<file path="src/rtl/gpio_port_pkg.sv">
package gpio_port_pkg;
    typedef enum logic [2:0] {
        RA_DATA   = 3'd0,
        RA_DIR    = 3'd1,
        RA_ALT    = 3'd2,
        RA_LATCH  = 3'd3,
        RA_TGL    = 3'd4,
        RA_SET    = 3'd5,
        RA_CLR    = 3'd6,
        RA_SETCLR = 3'd7
    } reg_addr_e;

    typedef enum logic {
        ST_RELEASED = 1'b0,
        ST_LOCKED   = 1'b1
    } strap_state_e;
endpackage

</file>
<file path="src/rtl/gpio_sync.sv">
module gpio_sync #(
    parameter int W = 16
) (
    input  logic         clk,
    input  logic         rst_n,
    input  logic [W-1:0] d,
    output logic [W-1:0] q
);
    logic [W-1:0] stage1;

    always_ff @(posedge clk) begin
        if (!rst_n) begin
            stage1 <= '0;
            q      <= '0;
        end else begin
            stage1 <= d;
            q      <= stage1;
        end
    end
endmodule

</file>
<file path="src/rtl/gpio_out_latch.sv">
module gpio_out_latch #(
    parameter int W = 16
) (
    input  logic         clk,
    input  logic         rst_n,
    input  logic         tgl_en,
    input  logic [W-1:0] tgl_mask,
    input  logic         set_en,
    input  logic [W-1:0] set_mask,
    input  logic         clr_en,
    input  logic [W-1:0] clr_mask,
    output logic [W-1:0] q
);
    logic [W-1:0] nxt;

    // Clear is applied last, so it overrides a set on the same pin.
    always_comb begin
        nxt = q;
        if (tgl_en) nxt = nxt ^ tgl_mask;
        if (set_en) nxt = nxt | set_mask;
        if (clr_en) nxt = nxt & ~clr_mask;
    end

    always_ff @(posedge clk) begin
        if (!rst_n) q <= '0;
        else        q <= nxt;
    end
endmodule

</file>
<file path="src/rtl/gpio_strap_ctl.sv">
module gpio_strap_ctl
    import gpio_port_pkg::*;
#(
    parameter int W = 6
) (
    input  logic         clk,
    input  logic         rst_n,
    input  logic         strap,
    input  logic         wr_en,
    input  logic [W-1:0] wdata,
    output logic [W-1:0] alt,
    output logic         locked
);
    strap_state_e state, state_nxt;

    always_comb begin
        unique case (state)
            ST_LOCKED:   state_nxt = ST_LOCKED;
            ST_RELEASED: state_nxt = ST_RELEASED;
            default:     state_nxt = ST_LOCKED;
        endcase
    end

    always_ff @(posedge clk) begin
        if (!rst_n) state <= strap ? ST_LOCKED : ST_RELEASED;
        else        state <= state_nxt;
    end

    always_ff @(posedge clk) begin
        if (!rst_n) begin
            alt <= strap ? '0 : '1;
        end else begin
            unique case (state)
                ST_LOCKED:   alt <= '0;
                ST_RELEASED: if (wr_en) alt <= wdata;
                default:     alt <= '0;
            endcase
        end
    end

    always_comb locked = (state == ST_LOCKED);
endmodule

</file>
<file path="src/rtl/gpio_port.sv">
module gpio_port
    import gpio_port_pkg::*;
#(
    parameter int NPINS   = 16,
    parameter int GRP_LSB = 4,
    parameter int GRP_W   = 6
) (
    input  logic                 clk,
    input  logic                 rst_n,
    input  logic                 grp_strap,
    input  logic                 wr_en,
    input  logic [2:0]           addr,
    input  logic [2*NPINS-1:0]   wdata,
    output logic [2*NPINS-1:0]   rdata,
    input  logic [NPINS-1:0]     pin_in,
    output logic [NPINS-1:0]     pin_out,
    output logic [NPINS-1:0]     pin_oe,
    output logic [NPINS-1:0]     alt_sel
);
    localparam int DW  = 2 * NPINS;
    localparam int PAD = NPINS - GRP_W;

    reg_addr_e           ra;
    logic [NPINS-1:0]    dir_q;
    logic [NPINS-1:0]    pin_sync;
    logic [GRP_W-1:0]    grp_alt;
    logic                strap_locked;
    logic                wr_dir, wr_alt, wr_tgl, wr_set, wr_clr;
    logic [NPINS-1:0]    clr_mask;

    assign ra     = reg_addr_e'(addr);
    assign wr_dir = wr_en && (ra == RA_DIR);
    assign wr_alt = wr_en && (ra == RA_ALT);
    assign wr_tgl = wr_en && (ra == RA_TGL);
    assign wr_set = wr_en && (ra == RA_SET || ra == RA_SETCLR);
    assign wr_clr = wr_en && (ra == RA_CLR || ra == RA_SETCLR);
    assign clr_mask = (ra == RA_SETCLR) ? wdata[DW-1:NPINS] : wdata[NPINS-1:0];

    always_ff @(posedge clk) begin
        if (!rst_n)      dir_q <= '0;
        else if (wr_dir) dir_q <= wdata[NPINS-1:0];
    end

    gpio_sync #(.W(NPINS)) u_sync (
        .clk (clk),
        .rst_n (rst_n),
        .d   (pin_in),
        .q   (pin_sync)
    );

    gpio_out_latch #(.W(NPINS)) u_latch (
        .clk      (clk),
        .rst_n    (rst_n),
        .tgl_en   (wr_tgl),
        .tgl_mask (wdata[NPINS-1:0]),
        .set_en   (wr_set),
        .set_mask (wdata[NPINS-1:0]),
        .clr_en   (wr_clr),
        .clr_mask (clr_mask),
        .q        (pin_out)
    );

    gpio_strap_ctl #(.W(GRP_W)) u_strap (
        .clk    (clk),
        .rst_n  (rst_n),
        .strap  (grp_strap),
        .wr_en  (wr_alt),
        .wdata  (wdata[GRP_LSB +: GRP_W]),
        .alt    (grp_alt),
        .locked (strap_locked)
    );

    assign alt_sel = {{PAD{1'b0}}, grp_alt} << GRP_LSB;
    assign pin_oe  = dir_q & ~alt_sel;

    always_comb begin
        rdata = '0;
        unique case (ra)
            RA_DATA:  rdata[NPINS-1:0] = pin_sync;
            RA_DIR:   rdata[NPINS-1:0] = dir_q;
            RA_ALT:   rdata[NPINS-1:0] = alt_sel;
            RA_LATCH: rdata[NPINS-1:0] = pin_out;
            default:  rdata = '0;
        endcase
    end
endmodule

</file>
<file path="config.mk">
export PLATFORM = sky130hd
export DESIGN_NAME = gpio_port
export DESIGN_NICKNAME = d
export VERILOG_FILES = /design/src/rtl/gpio_port_pkg.sv /design/src/rtl/gpio_sync.sv /design/src/rtl/gpio_out_latch.sv /design/src/rtl/gpio_strap_ctl.sv /design/src/rtl/gpio_port.sv
export SDC_FILE = /design/constraint.sdc
export NUM_CORES = 1
export LEC_CHECK = 0
export BUFFER_PORTS_ARGS = -buffer_cell sky130_fd_sc_hd__buf_2
export CAP_MARGIN = 5
export CORE_UTILIZATION = 36
export DETAILED_ROUTE_END_ITERATION = 12
export MAX_ROUTING_LAYER = met4
export PLACE_DENSITY = 0.69
export SLEW_MARGIN = 15
export SYNTH_ARGS = -nofsm -noshare
export SYNTH_HDL_FRONTEND = slang
export SYNTH_SLANG_ARGS = --single-unit
</file>
<file path="constraint.sdc">
create_clock -name clk -period 2.25 [get_ports clk]
set_input_delay 0.3375 -clock clk [delete_from_list [all_inputs] [get_ports clk]]
set_output_delay 0.3375 -clock clk [all_outputs]
set_load 0.05 [all_outputs]
</file>
==> After elaboration in Yosys (flattened, before gate mapping) <==
Index checks and enable logic that the tools add are counted.
{ "op_classes": {"muxes": 12, "n_eq_ne": 8, "bitwise_logic": 7, "reduce_logical": 8} }
{ "ops": {"columns": ["cell", "n"], "rows": [
  ["two-way mux 16 bit", 4],
  ["one-hot mux 16 bit (4 select lines)", 1],
  ["AND 16 bit", 2],
  ["two-way mux 6 bit", 3],
  ["NOT 10 -> 16 bit", 1],
  ["NOT 16 bit", 1],
  ["bitwise OR 16 bit", 1],
  ["bitwise XOR 16 bit", 1],
  ["== test 3 bit (second input constant)", 4],
  ["one-hot mux 6 bit (2 select lines)", 1],
  ["== test 3 x 2 -> 1 bit (second input constant)", 2],
  ["logical AND 1 bit", 5],
  ["== test 3 x 1 -> 1 bit (second input constant)", 1],
  ["logical NOT 3 bit", 1],
  ["inequality test 3 x 2 -> 1 bit (second input constant)", 1],
  ["logical OR 1 bit", 2],
  ["two-way mux 1 bit", 2],
  ["one-hot mux 1 bit (2 select lines)", 1],
  ["NOT 1 bit", 1]
]} }
{ "word_totals": {"register_bits": 71, "word_cells": 41} }

==> Logic depth before layout (Yosys ltp) <==
{ "logic_depth": {"depth_word": 7, "mapped_depth": 6} }

==> Hierarchy <==
Synthesis repeated with hierarchy kept, for this count alone.
{ "unflattened": {"cells_unflattened": 384, "area_unflattened_um2": 3789.9} }
{ "modules_own_cells": {"columns": ["mod", "area_each_um2", "seq_area_each_um2", "instances", "cells_each"], "rows": [
  ["gpio_port", 1671.6, 320.3, 1, 196],
  ["gpio_out_latch", 939.7, 320.3, 1, 104],
  ["gpio_sync", 895.9, 640.6, 1, 67],
  ["gpio_strap_ctl", 282.8, 210.2, 1, 17]
]} }

==> Least setup slack after synthesis <==
No wires, ideal clock.
{ "synth_path": {"path_type": "register -> output", "startpoint": "register u_latch.q[4]", "endpoint": "output port rdata[4]", "required_ps": 1913, "t_arrival_ps": 1699, "n_path_buf": 0, "stages_incl_launch_ff": 3, "path_slack_ps": 214, "cell_sequence": "dfxtp_1 mux4_2 nor2b_1"} }
{ "synth_via": {"elab_chain_len": 1} }
{ "synth_lines": {"columns": ["item", "line_no", "text"], "rows": [
  ["from (decl)", "gpio_out_latch.sv:12", "output logic [W-1:0] q"],
  ["from (signal assigned)", "gpio_out_latch.sv:26", "else q <= nxt;"],
  ["one-hot mux 16 bit (4 select lines)", "gpio_port.sv:78", "unique case (ra)"],
  ["to (decl)", "gpio_port.sv:14", "output logic [2*NPINS-1:0] rdata,"]
]} }
Every way passes these cells.

==> Worst setup path after layout <==
{ "layout_path": {"startpoint": "input port addr[1]", "endpoint": "output port rdata[13]"} }
{ "layout_via": {"elab_chain_len": 2, "elab_cells_between_ends": 5, "classes_between": "eq/ne: 3; mux: 1; reduce/logical: 1"} }
{ "layout_lines": {"columns": ["item", "line_no", "text"], "rows": [
  ["from (decl)", "gpio_port.sv:12", "input logic [2:0] addr,"],
  ["== test 3 x 2 -> 1 bit, or another cell as far along", "gpio_port.sv:78", null],
  ["one-hot mux 16 bit (4 select lines) (*)", "gpio_port.sv:78", null]
]} }
Mark *: on every way between the ends. The rest lies on a longest branch, timed or not.

==> results.toml <==
[status]
status = "complete, no violations"

[power_and_ir_drop]
p_leak_nw = 2.15
pwr-share-comb_pct = 20.2
p_clk_share_pct = 36.6
vdd_ir_drop_max_mv = 0.391
seq_power_share_pct = 43.1
p_int_mw = 2.23
switchingPower_uw = 975
pwr_density_cell_nw_per_um2 = 693
switching_share_pct = 30.5

[floorplanning]
fp-row-count = 37
num_io_pins = 135
start_util_pct = 37.5
core-area_um2 = 10400
fp.dieH_um = 106
die_w_um = 106
design.die.area_um2 = 11300

[clocking]
numClockSinks = 71
cts_tree = "yes"
numCtsBuffers = 9
post_cts_buffers = 0
clk_pin_slew_ps = 70
cts.path.max_buffers = 2
ctsResizeCount = 0
htreeDepth = 3
clock_latency_ps = 350
postCtsHoldBufs = 0
clockRootBuffer = "clkbuf_8"

[routing]
routedWlPerCell_um = 15.2
via_count = 3231
remaining_drc_errors = 0
drt_wl_total_mm = 10.1
via_per_inst = 4.87
final_antenna_net_count = 0
drt_pass1_iterations = 4
drt_iter0_markers = 147

[grt]
met3_usage_pct = 5.52
grt_max_degree = 28
grt_busiest_layer = "met2"
grt_pass1_wl_mm = 15.7
grt-ovfl-total = 0
antenna_found_initial = 0
grt_pass1_vias = 3028
use_met2_pct = 29.2
use_met1_pct = 23.7
grt_usage_pct = 18.7

[final_layout]
drive_above_1_share_pct = 29.0
finish.net_count = 594
stdcell_count = 664
layout-area-overhead-vs-synth_pct = 18.2
finalInstanceArea_um2 = 4620
diodes = 0

[placement]
dp_hpwl_mm = 7.40
postPlaceCellArea_um2 = 4380
place_inst = 648
port_buffers = 108
routabilityCongestion = 0.754

[logic_synthesis]
synth_edf_count = 7
async_reset_ff_share_pct = 0
synth_area_um2 = 3900
muxShareOfSynthArea_pct = 8.59
synth_seq_cells = 71
ys_warn_count = 0
synth_fa_ha_area_share_pct = 5.13
ys_types = 35
synth_xor_area_share_pct = 0
syn_area_per_cell_um2 = 9.10
synth-compound-area-share_pct = 17.2
synth_top_family_by_area = "compound AO/OA/AOI/OAI gates"
yosysSeqAreaShare_pct = 38.2
syn_inst = 429
synth_flop_cell = "dfxtp_1"
synthSimpleGateAreaFrac_pct = 16.1

[worst_setup_path]
worst-setup-path-type = "in2out"
crit_path_start_kind = "input port"
critical_path_arrival_ps = 1670
worstPathRequired_ps = 1910
worst_setup_path_end_kind = "output pin"
critPathMaxFanout = 10

[job]
cap_viol_max_count = 0

[timing]
hold_ws_ps = 185
fin_worst_skew_ps = 7.27
rsz0062_at_grt = "no"
setup_violations = 0
fin_crit_ps = 2010
maxSlewHeadroom_pct = 55.6
finalHoldViolations = 0
max_freq_ghz = 0.497
slew_viol_final = 0
worst_pin_slew_ps = 665
fin_crit_sh_pct = 89.3
fin_tns_setup_ps = 0

[min_path]
hp-class = "in2reg"
==> flip-flops by register name, indices dropped and copies added (netlist names) <==
register        count
u_sync.stage1      16
u_strap.locked      1
u_latch.q          16
dir_q              16
u_strap.alt         6
u_sync.q           16
==> Yosys cell counts, types with 4 or more instances <==
library cell	count	area [um^2]
o21bai_1	6	45.0
o31ai_1	4	30.0
a31oi_1	6	37.5
inv_1	34	128
edfxtp_1	7	210
o21ai_0	19	95.1
buf_6	6	67.6
mux4_2	6	135
o221ai_1	6	52.6
and2_1	34	213
a21oi_2	4	35.0
a21o_1	6	45.0
a2111oi_2	4	60.1
dfxtp_1	64	1280
nor2_1	16	60.1
buf_2	12	60.1
o211ai_1	6	45.0
mux2i_1	20	200
nor3b_1	6	45.0
buf_4	38	285
nor2b_1	19	119
a21oi_1	28	140
ha_1	16	200
a2bb2oi_1	10	87.6
clkbuf_1	6	22.5
nand2_1	37	139
==> per-layer routing <==
layer	wire length (um)	part of all wire (%)
met1	4410	44
met3	798	7.9
met2	4700	47
met5	0	0
met4	154	1.5
==> worst max-delay path, cell delays in order <==
cell	delay [ps]
buf_2	250
and2_1	550
a2bb2oi_1	160
nor2_1	110
buf_2	260
==> cell usage in the layout (no fill, tap or decap), types with 10 or more instances in the layout <==
master	count
buf_2	108
dfxtp_1	64
nand2_1	37
inv_1	34
and2_1	34
a21oi_1	28
conb_1	26
mux2i_1	20
nor2b_1	19
o21ai_0	19
nor2_1	16
ha_1	16
buf_4	13
clkbuf_8	11
a2bb2oi_1	10
==> worst paths after layout <==
path	startpoint	to	slack, ps	depth (start not counted)
min reg2reg	u_sync.stage1[2]	u_sync.q[2]	440	1
max reg2reg	u_strap.locked	u_strap.alt[0]	840	3
max	addr[1]	rdata[13]	240	5
min	grp_strap	u_strap.locked	180	1
==> kinds of logic (layout without fill, tap and decap cells) <==
family / after synthesis / after routing
adder cells (fa/ha/maj): 16 / 16
flip-flops: 71 / 71
multiplexers: 26 / 26
other: 1 / 26
buffers and inverters: 98 / 172
AO/OA/AOI/OAI: 99 / 99
AND/OR/NAND/NOR: 118 / 118
==> final cells by class <==
class / instances / area [um^2]
fill: 1033 / 5800
multi-input combinational: 285 / 1940
sequential: 71 / 1490
timing repair buffer: 122 / 658
tap: 136 / 170
clock buffer: 12 / 155
inverter: 34 / 128
clock inverter: 4 / 77.6
==> power groups by stage <==
stage	Combinational, mW	Sequential [mW]	Clock [mW]
floorplan	0.441	1.49	0
global placement	0.636	1.41	0
detailed placement	0.649	1.41	0
CTS	0.650	1.38	1.19
global route	0.697	1.39	1.26
finish	0.648	1.38	1.17
==> through the flow <==
step	setup WS [ps]	util (%)	power, mW
3_3_place_gp	307	42.1	2.04
4_1_cts	256	44.3	3.23
3_5_place_dp	260	42.1	2.06
5_1_grt	156	44.3	3.34
6_report	240	44.3	3.20
2_1_floorplan	214	-	1.93
(Power assumes the default switching activity.)
